`config.mk`:
```
export PLATFORM = sky130hd
export DESIGN_NAME = spi_sclk_gen
export DESIGN_NICKNAME = d
export VERILOG_FILES = /design/src/rtl/spi_sclk_gen.sv
export SDC_FILE = /design/constraint.sdc
export NUM_CORES = 1
export LEC_CHECK = 0
export BUFFER_PORTS_ARGS = -buffer_cell sky130_fd_sc_hd__buf_2
export CAP_MARGIN = 30
export CORE_MARGIN = 2
export CORE_UTILIZATION = 40
export DETAILED_ROUTE_END_ITERATION = 8
export HOLD_SLACK_MARGIN = 0.03
export PLACE_DENSITY = 0.6
export SYNTH_ARGS = -nofsm -noshare
export SYNTH_HDL_FRONTEND = slang
export SYNTH_SLANG_ARGS = --single-unit
```
`constraint.sdc`:
```
create_clock -name clk -period 6.5 [get_ports clk]
set_clock_uncertainty 0.2 [all_clocks]
set_input_delay 0.325 -clock clk [delete_from_list [all_inputs] [get_ports clk]]
set_output_delay 0.325 -clock clk [all_outputs]
set_load 0.05 [all_outputs]
```
`src/rtl/spi_sclk_gen.sv`:
```
module spi_sclk_gen #(
  parameter int LIN_W = 8,
  parameter int POW_W = 4,
  localparam int CFG_W = LIN_W + POW_W + 1
) (
  input  logic             clk,
  input  logic             rst_n,
  input  logic             run,
  input  logic             idle_pol,
  input  logic [CFG_W-1:0] div_cfg,
  output logic             sclk,
  output logic             lead_en,
  output logic             trail_en
);
  localparam int POW_MAX = (1 << POW_W) - 1;
  localparam int CNT_W   = ((POW_MAX > LIN_W) ? POW_MAX : LIN_W) + 1;

  logic [CFG_W-1:0] cfg_q;
  logic             pol_q;
  logic [CNT_W-1:0] cnt;
  logic [CNT_W-1:0] half_m1;

  always_comb begin
    if (cfg_q[CFG_W-1])
      half_m1 = CNT_W'(cfg_q[LIN_W-1:0]);
    else
      half_m1 = (CNT_W'(1) << cfg_q[LIN_W +: POW_W]) - CNT_W'(1);
  end

  wire hit = (cnt == half_m1);

  always_ff @(posedge clk) begin
    if (!rst_n) begin
      cfg_q    <= '0;
      pol_q    <= 1'b0;
      cnt      <= '0;
      sclk     <= 1'b0;
      lead_en  <= 1'b0;
      trail_en <= 1'b0;
    end else if (!run) begin
      cfg_q    <= div_cfg;
      pol_q    <= idle_pol;
      cnt      <= '0;
      sclk     <= idle_pol;
      lead_en  <= 1'b0;
      trail_en <= 1'b0;
    end else if (hit) begin
      cnt      <= '0;
      sclk     <= ~sclk;
      lead_en  <= (sclk == pol_q);
      trail_en <= (sclk != pol_q);
    end else begin
      cnt      <= cnt + CNT_W'(1);
      lead_en  <= 1'b0;
      trail_en <= 1'b0;
    end
  end


  idle_level_chk: assert property (@(posedge clk) disable iff (!rst_n)
    !run |=> (sclk == $past(idle_pol)) && !lead_en && !trail_en);


  lead_dir_chk: assert property (@(posedge clk) disable iff (!rst_n)
    lead_en |-> (sclk != pol_q) && ($past(sclk) == pol_q));


  trail_dir_chk: assert property (@(posedge clk) disable iff (!rst_n)
    trail_en |-> (sclk == pol_q) && ($past(sclk) != pol_q));


  no_overlap_chk: assert property (@(posedge clk) disable iff (!rst_n)
    !(lead_en && trail_en));


  lead_once_chk: assert property (@(posedge clk) disable iff (!rst_n)
    lead_en |=> !lead_en);


  trail_once_chk: assert property (@(posedge clk) disable iff (!rst_n)
    trail_en |=> !trail_en);


  strobe_on_edge_chk: assert property (@(posedge clk) disable iff (!rst_n)
    (run && $past(run) && $past(rst_n)) |-> ((lead_en || trail_en) == (sclk != $past(sclk))));


  frozen_cfg_chk: assert property (@(posedge clk) disable iff (!rst_n)
    ($past(run) && run && $past(rst_n)) |-> ($stable(cfg_q) && $stable(pol_q)));
endmodule

```
======== Word level (Yosys, flattened, before mapping) ========
Cells that the tools add are included.
storage, ports and cells
  bits in registers ....................... 33
  input port bits ......................... 17
  output and inout bits ................... 3
  logic and storage cells ................. 21
cells by class
  add/subtract/negate cells ............... 2
  equality and inequality tests ........... 4
  shift-type cells ........................ 1
  multiplexer cells ....................... 3
  bitwise logic cells ..................... 3
  reduce and logical (&&, ||, !) cells .... 2
operators by type and width
  operator               count
  $add 16x1->16 const B  1
  $eq 16x16->1           1
  $mux 16                1
  $shl 1x4->16 const A   1
  $sub 16x2->16 const B  1
  $not 1->1              3
  $reduce_and 3->1       1
  $reduce_or 3->1        1
  $mux 1                 2
  $ne 2x1->1 const B     1
  $eq 1x1->1             1
  $ne 1x1->1             1

======== Longest topological paths before layout ========
Gate-level depths: netlist of run 1.
  depth in word-level cells ............... 6
  gate-level depth with buffers ........... 12
  depth with buffers taken out ............ 8

======== Worst setup path before layout of run 1 ========
Ideal clock, no wire load.
  kind .................................... register to register
  start ................................... register cfg_q[10]
  end ..................................... register cnt[10]
  library setup time ...................... 0.132 ns
  data arrival time ....................... 3.020 ns
  data required time ...................... 6.168 ns
  setup slack ............................. 3.148 ns
  cell stages (with the launch flop) ...... 13
  buffers on the path ..................... 4
  period minus slack after synthesis ...... 3.352 ns
  cell sequence ........................... dfxtp_1 -> buf_2 -> buf_2 -> or4b_2 -> ha_1 -> buf_2 -> and2_1 -> o211a_1 -> or3_1 -> a211oi_1 -> o2111a_1 -> buf_4 -> nor3_1
on the way
  cells in the longest elaborated chain, start to end .. 5
ends and longest elaborated chain
  element                    line  RTL
  from (decl)                18    logic [CFG_W-1:0] cfg_q;
  from (signal assigned)     41    cfg_q <= div_cfg;
  $shl 1x4->16               27    half_m1 = (CNT_W'(1) << cfg_q[LIN_W +: POW_W]) - CNT_W'(1);
  $sub 16x2->16              27
  $mux 16                    24    if (cfg_q[CFG_W-1])
  $eq 16x16->1               30    wire hit = (cnt == half_m1);
  $reduce_or 3->1 (no line)  n/a
  to (signal assigned)       53    cnt <= cnt + CNT_W'(1);
  to (decl)                  20    logic [CNT_W-1:0] cnt;
No other way between the ends.
A chain may end at the register's enable or synchronous reset.

======== Worst setup path in the final report of run 1 ========
  start ................................... register cfg_q[11]
  end ..................................... register cnt[14]
The elaborated chain is that of the path after synthesis.

==> results.md, run 1 <==
* Status: complete, no violations
* Async S/R FF share, synth at 0%
* Gr usage total at between 15 and 20%
* Worst-path clk slew at 0.07 ns
* I/O Buffers at 19
* Worst hold path type: input pin to flip-flop
* Synth Register Bits at 33
* Hpwl dp at just under 3 mm
* Die W at ~74 um
* Grt total ovfl at 0
* Hold buffers post-CTS at 0
* Worst-skew pair later-pin latency at roughly 0.28 ns
* DR vias at roughly 1600
* Post-synth top area share at between 30% and 40%
* Slew HR at between 50% and 60%
* Synth cell types at 50
* Via count of the first global-routing pass at approximately 1400
* Core Region at approximately 4700 sq um
* Synth warn at 0
* DR vias/cell at 5.35
* FF-to-FF Start: cfg_q[11]
* Fill count at roughly 470
* Crit-path cells: or4b_2 > ha_1 > and2_1 > o211a_1 > or3_1 > a211oi_1 > o2111a_1 > nor3_1
* Routed WL at 4.10 mm
* Comb pwr share at 14.7%
* H-tree Lvls at 2
* Worst path bufs/invs at 0
* Die Y at about 74 um
* Max Slew Vio Count at 0
* MaxCap Viol Count at 0
* Initial core utilization at 41.3%
* R2R cell count at 8
* Sw Ratio at 24.5%
* CTS tree: done
* Total CTS buffers at 5
* Setup TNS at 0 ns
* Area of the multi-input gates at approximately 1200 sq um
* Cells after synthesis at about 210
* Min Clock Period, post-route at 3.58 ns
* Register-to-Register Setup Slack at between 2 and 3 ns
* Reg2reg end: cnt[14]
* Number of post-CTS setup repair buffers at 0
* Peak supply drop at about 0.00013 V
* Nets at ~250
* First-pass GRT wire length at 6.93 mm
* Hold Fails Final Rpt at 0
* Hold depth at 3
* Residual DRC at 0
* Pwr dens at 225 nW/um^2
* Worst path max stage delay at approximately 0.7 ns
* Worst Path Max Fanout at 16
* Crit. End Element: flip-flop
* Hold endpoint: cfg_q[1]
* Post-cts sizing count at 0
* NetSw at ~120 uW
* Power share of the clock group at 40.4%
* Sinks on Clock Net at 33
* Number of flops mapped to enable cells by yosys at 0
* Sequential fraction of the synthesis area at around a third
* Critical hold path startpoint: div_cfg[1]
* Non-Filler Instances at a little under 300
* Critical-path cell with the highest stage delay: or4b_2
* Worst setup path class: flip-flop to flip-flop
* Req. time, crit path at 6.45 ns
* Share of cells above drive strength 1 at approximately 14%
* Drt initial violations at 55
* Seq pwr share at ~45%
* Setup violators final at 0
* Largest net degree at the start of global routing at 20
* CTS root buf: clkbuf_8
* Area grow syn2layout at 11.6%
* CP Launch Type: flip-flop
* Core Rows at 25
* Num ports at 20
* Placed Cells at around 290
* RSZ-0062 raised after global routing: false
* Post-Syn Area at ~1900 sq um
* Commonest non-fill, non-tap cell in the layout: dfxtp_1
* Area contributors post-synth: dfxtp_1 34%, mux2i_1 8.2%, xor2_1 8.1%, nor2b_1 5.8%, nor3_1 4.9%
* Diode count at 0
* Die ar. at about 5400 sq um
* Delay-heaviest family, CP: simple AND/OR/NAND/NOR gates
* Critical path arrival at 3.52 ns
* Mapped Nets at roughly 230
* Crit share post-route at 55.0%
* Seq. cell area at 661 sq um
* Drt wl/cell at 13.9 um
* Antenna-violating nets left at 0
* Leak at around 0.00088 uW
* Initial antenna violation count at 0
* Most frequent cells in the layout: 33 x dfxtp_1, 19 x nor3_1, 19 x buf_2
* Pint at roughly 370 uW
* Mapped Avg Cell Area at ~9.1 sq um
* Drt pass-1 iters at 4
* CTS Buffer Depth at 2
* Area leader, netlist: dfxtp_1
* Gpl congestion at between 0.8 and 0.9
* FMAX at 280 MHz
* Ys flop type: dfxtp_1
* Worst Tran Pin Value at approximately 0.60 ns
==> logic make-up after synthesis <==
kind of cell | count (synthesis) | share of synthesized area, %
xor gates and xnor gates | 28 | 12.6
adders and majority gates | 2 | 1.28
and+or+nand+nor | 83 | 25.0
buffers and inverters | 18 | 4.36
AOI/OAI and AO/OA | 34 | 14.6
DFF | 33 | 33.9
muxes | 16 | 8.22
==> Yosys cell counts, types with 3 or more instances <==
library cell and n:
inv_1 4, clkbuf_1 5, nor2b_1 18, dfxtp_1 33, xor2_1 18, buf_4 3
nor2_1 6, xnor2_1 10, nand3_1 7, a211oi_1 4, o21ai_0 5, nand2_1 9
or3_1 4, buf_2 5, nor3_1 19, a21oi_1 3, nor3b_1 3, o2111a_1 3
mux2i_1 16
==> layout make-up <==
class	instances	share of cell area, %
Clock inverter	1	1.38
Tap cell	67	3.85
Clock buffer	7	3.97
Sequential cell	33	30.4
Inverter	4	0.690
Multi-Input combinational cell	163	55.4
Timing Repair Buffer	19	4.37
==> flip-flops by register name (all words and copies together), names as in the netlist <==
signal and cells:
pol_q 1, lead_en 1, trail_en 1, cfg_q 13
cnt 16, sclk 1
==> through the flow <==
stage	hold WS [ns]	util, %	setup WS, ns	total power [uW]	area [sq um]
2_1_floorplan	0.253	-	3.15	282	1950
3_3_place_gp	0.322	43.6	2.96	296	2060
3_5_place_dp	0.323	43.6	2.92	296	2060
4_1_cts	0.0876	46.0	2.92	496	2170
5_1_grt	0.0971	46.0	2.69	514	2170
6_report	0.0944	46.0	2.92	490	2170
==> worst register-to-register path, cell delays in order, from the launching register on <==
cell      delay, ns
dfxtp_1        0.46
or4b_2         0.72
ha_1           0.31
and2_1         0.23
o211a_1        0.24
or3_1          0.33
a211oi_1       0.27
o2111a_1       0.60
nor3_1         0.11
==> power groups by stage <==
stage	combinational, uW	clock (uW)	sequential, uW
6_report	72.2	198	220
5_1_grt	80.5	212	221
4_1_cts	72.6	203	220
3_5_place_dp	72.1	0	224
3_3_place_gp	72.0	0	224
2_1_floorplan	62.4	0	219
==> worst max-delay path by stage <==
stage	from	end	slack, ns	cells past startpoint
floorplan	cfg_q[10]	cnt[10]	3.15	12
global placement	cfg_q[11]	cnt[3]	2.96	8
detailed placement	cfg_q[11]	cnt[8]	2.92	8
CTS	cfg_q[11]	cnt[1]	2.92	8
global route	cfg_q[10]	cnt[13]	2.69	8
finish	cfg_q[11]	cnt[14]	2.92	8
==> layer usage <==
| layer | up-vias | track usage [%] | wire length (um) |
|---|---|---|---|
| li1 | 798 | - | - |
| met3 | 8 | 4.25 | 158 |
| met2 | 28 | 26.0 | 1870 |
| met1 | 740 | 22.1 | 1990 |
| met4 | 0 | 6.87 | 87 |
| met5 | - | 0 | 0 |
Note: power is estimated with default switching activity, not from simulation.
==> run 2, diff against run 1 <==
PLACE_DENSITY = 0.62   (was 0.6)
clock period = 3.05 ns   (was 6.5 ns; I/O delays follow)
==> run 2 against run 1 <==
Power is 110% higher. Via count is 6.4% higher. Largest power group unchanged. Highest routed layer unchanged. Sequential power is 110% higher. Clock-buffer cell count stayed put. Worst setup slack worse by 2.8 ns. Maximum frequency is 20% higher. Combinational power grew to 3.1 times the previous value. Critical path type unchanged.
==> results.md, run 2 (synthesis gave the netlist of run 1 again) <==
* Setup violators final at 0 (unchanged)
* Power share of the clock group at 34.6% (-5.8 points)
* Capture point of the worst path: sclk
* Fill count at 442 (-5.2%)
* Grt total ovfl at 0 (unchanged)
* Diode count at 0 (unchanged)
* Leak at 0.00101 uW (+16%)
* Core Region at 4720 sq um (unchanged)
* Largest net degree at the start of global routing at 19 (-5.0%)
* Register with the most flip-flops: cnt
* CTS tree: done
* Met3 usage at 3.29% (-0.96 points)
* Worst-path clk slew at 0.07 ns (about the same)
* Crit-path cells: or4_4 > ha_4 > and2_4 > o211a_1 > or3_4 > a211o_1 > a211o_1 > a211oi_2
* Worst Path Max Fanout at 6 (-10)
* Via count of the first global-routing pass at 1516 (+5.8%)
* Setup TNS at 0 ns (unchanged)
* Die W at 73.8 um (unchanged)
* Area grow syn2layout at 28.1%
* GR Layer Usage met1 at 23.5% (+1.3 points)
* Status: complete, no violations
* Drt initial violations at 84 (+53%)
* First-pass GRT wire length at 7.35 mm (+6.1%)
* Regs by FF count: cnt x16, cfg_q x13
* DR vias/cell at 5.22 (-2.5%)
* Worst hold path type: input pin to flip-flop
* Crit share post-route at 97.5% (+42 points)
* CTS root buf: clkbuf_8
* Register-to-Register Setup Slack at 0.08 ns (-2.85 ns)
* Most used cell, CP: a211o_1
* Top Usage Layer GRT: met2
* Most frequent cells in the layout: 30 x dfxtp_1, 19 x buf_2, 18 x nor2b_1, 18 x nor3_1, 18 x xor2_1
* Worst path max stage delay at 0.56 ns (-0.16 ns)
* Sw Ratio at 26.5% (+1.9 points)
* Fin util at 52.9% (+6.8 points)
* Routed WL at 4.46 mm (+8.9%)
* CTS Buffer Depth at 2 (unchanged)
* Critical path arrival at 2.98 ns (-0.54 ns)
* Total CTS buffers at 5 (unchanged)
* H-tree Lvls at 2 (unchanged)
* CP Launch Type: flip-flop
* Comb pwr share at 21.4% (+6.7 points)
* Initial core utilization at 41.3% (unchanged)
* Initial antenna violation count at 0 (unchanged)
* Drt pass-1 iters at 4 (unchanged)
* R2R cell count at 8 (unchanged)
* Worst Tran Pin Value at 0.654 ns (+0.0522 ns)
* Post-DP Area at 2120 sq um (+2.9%)
* Largest register FFs at 16 (unchanged)
* Worst setup path class: flip-flop to flip-flop
* Critical Path Start: cfg_q[8]
* Hold Fails Final Rpt at 0 (unchanged)
* Pwr dens at 418 nW/um^2 (+86%)
* Core Rows at 25 (unchanged)
* Gpl congestion at 0.842 (+1.2%)
* Worst-skew pair later-pin latency at 0.29 ns (about the same)
* FMAX at 336 MHz (+20%)
* Pint at 768 uW (+110%)
* DR vias at 1675 (+6.4%)
* Num ports at 20 (unchanged)
* MaxCap Viol Count at 0 (unchanged)
* Nets at 272 (+11%)
* Post-route design area at 2500 sq um (+15%)
* Residual DRC at 0 (unchanged)
* FF-to-FF Start: cfg_q[8]
* Max Slew Vio Count at 0 (unchanged)
* Reg2reg end: sclk
* GR Util met2 at 28.1% (+2.1 points)
* Sinks on Clock Net at 33 (unchanged)
* Antenna-violating nets left at 0 (unchanged)
* Share of cells above drive strength 1 at 23.2% (+9.1 points)
* Slew HR at 56.3% (-3.5 points)
* Critical-path cell with the highest stage delay: or4_4
* Seq pwr share at 44.0% (-0.9 points)
* Hpwl dp at 2.99 mm (+1.3%)
* NetSw at 277 uW (+130%)
* I/O Buffers at 19 (unchanged)
* Final hold slack at 0.218 ns (+0.123 ns)
* Commonest non-fill, non-tap cell in the layout: dfxtp_1
* Req. time, crit path at 3.06 ns (-3.39 ns)
* Crit. End Element: flip-flop
* Min Clock Period, post-route at 2.97 ns (-0.603 ns)
* Gr usage total at 17.5% (+0.74 points)
* Drt wl/cell at 13.9 um (-0.30%)
* Die ar. at 5450 sq um (unchanged)
* Peak supply drop at 0.000291 V (+120%)
* Die Y at 73.8 um (unchanged)
-- run 2: changes by cell type in the layout (fill, tap and decap cells not counted), sizes merged --
cell | previous run | this run
clkinv | 0 | 1
buf | 19 | 30
bufinv | 1 | 0
dlygate4sd3 | 0 | 16
-- run 2: power by group through the flow --
stage                     Clock, uW  Sequential [uW]  Combinational (uW)
final                           362              460                 223
after global routing            383              462                 244
after CTS                       371              460                 192
after detailed placement          0              470                 176
after global placement            0              470                 174
after floorplan                   0              468                 144
-- run 2: worst max-delay path: cells and delay by family, from the launching register on --
| kind | cells | cell delay [ns] |
|---|---|---|
| flip-flops | 1 | 0.36 |
| AND/OR/NAND/NOR | 3 | 1.05 |
| AO/OA/AOI/OAI | 4 | 1.07 |
| adder cells (fa/ha/maj) | 1 | 0.20 |
-- run 2: through the flow --
stage / worst slack (ns) / std cells / power, uW
2_1_floorplan: -0.0610 / 214 / 612
3_3_place_gp: 0.0805 / 291 / 644
3_5_place_dp: 0.0650 / 291 / 646
4_1_cts: 0.0379 / 315 / 1020
5_1_grt: -0.0215 / 321 / 1090
6_report: 0.0775 / 321 / 1040
-- run 2: how the worst min path moves through the flow --
stage	slack, ns	cells after the start	end	from
floorplan	0.08	1	cfg_q[11]	rst_n
global placement	0.21	3	cfg_q[0]	div_cfg[0]
detailed placement	0.21	3	cfg_q[5]	div_cfg[5]
CTS	0.21	3	cfg_q[5]	run
global route	0.25	3	cfg_q[0]	run
finish	0.22	3	cfg_q[9]	run
-- run 2: repair_timing --
item	4_1_cts	5_1_grt
hold buffers	16	0
hold endpoints to repair	15	0
setup buffers	0	6
gates resized for setup	0	13
endpoints found under the setup margin	0	19
-- run 2: final cells by class --
cell class	count	area [sq um]	share of cell area, %
multi-input combinational	163	1280	51.3
clock inverter	1	5.00	0.200
clock buffer	7	96.3	3.86
timing repair buffer	46	350	14.0
tap	67	83.8	3.36
inverter	4	15.0	0.601
sequential	33	667	26.7
-- run 2: per-layer routing --
layer  routed length (um)  vias up  part of all wire [%]
li1                     -      856                     -
met1                 2120      774                    48
met2                 2090       38                    47
met3                  187        7                   4.2
met4                   70        0                   1.6
met5                    0        -                     0
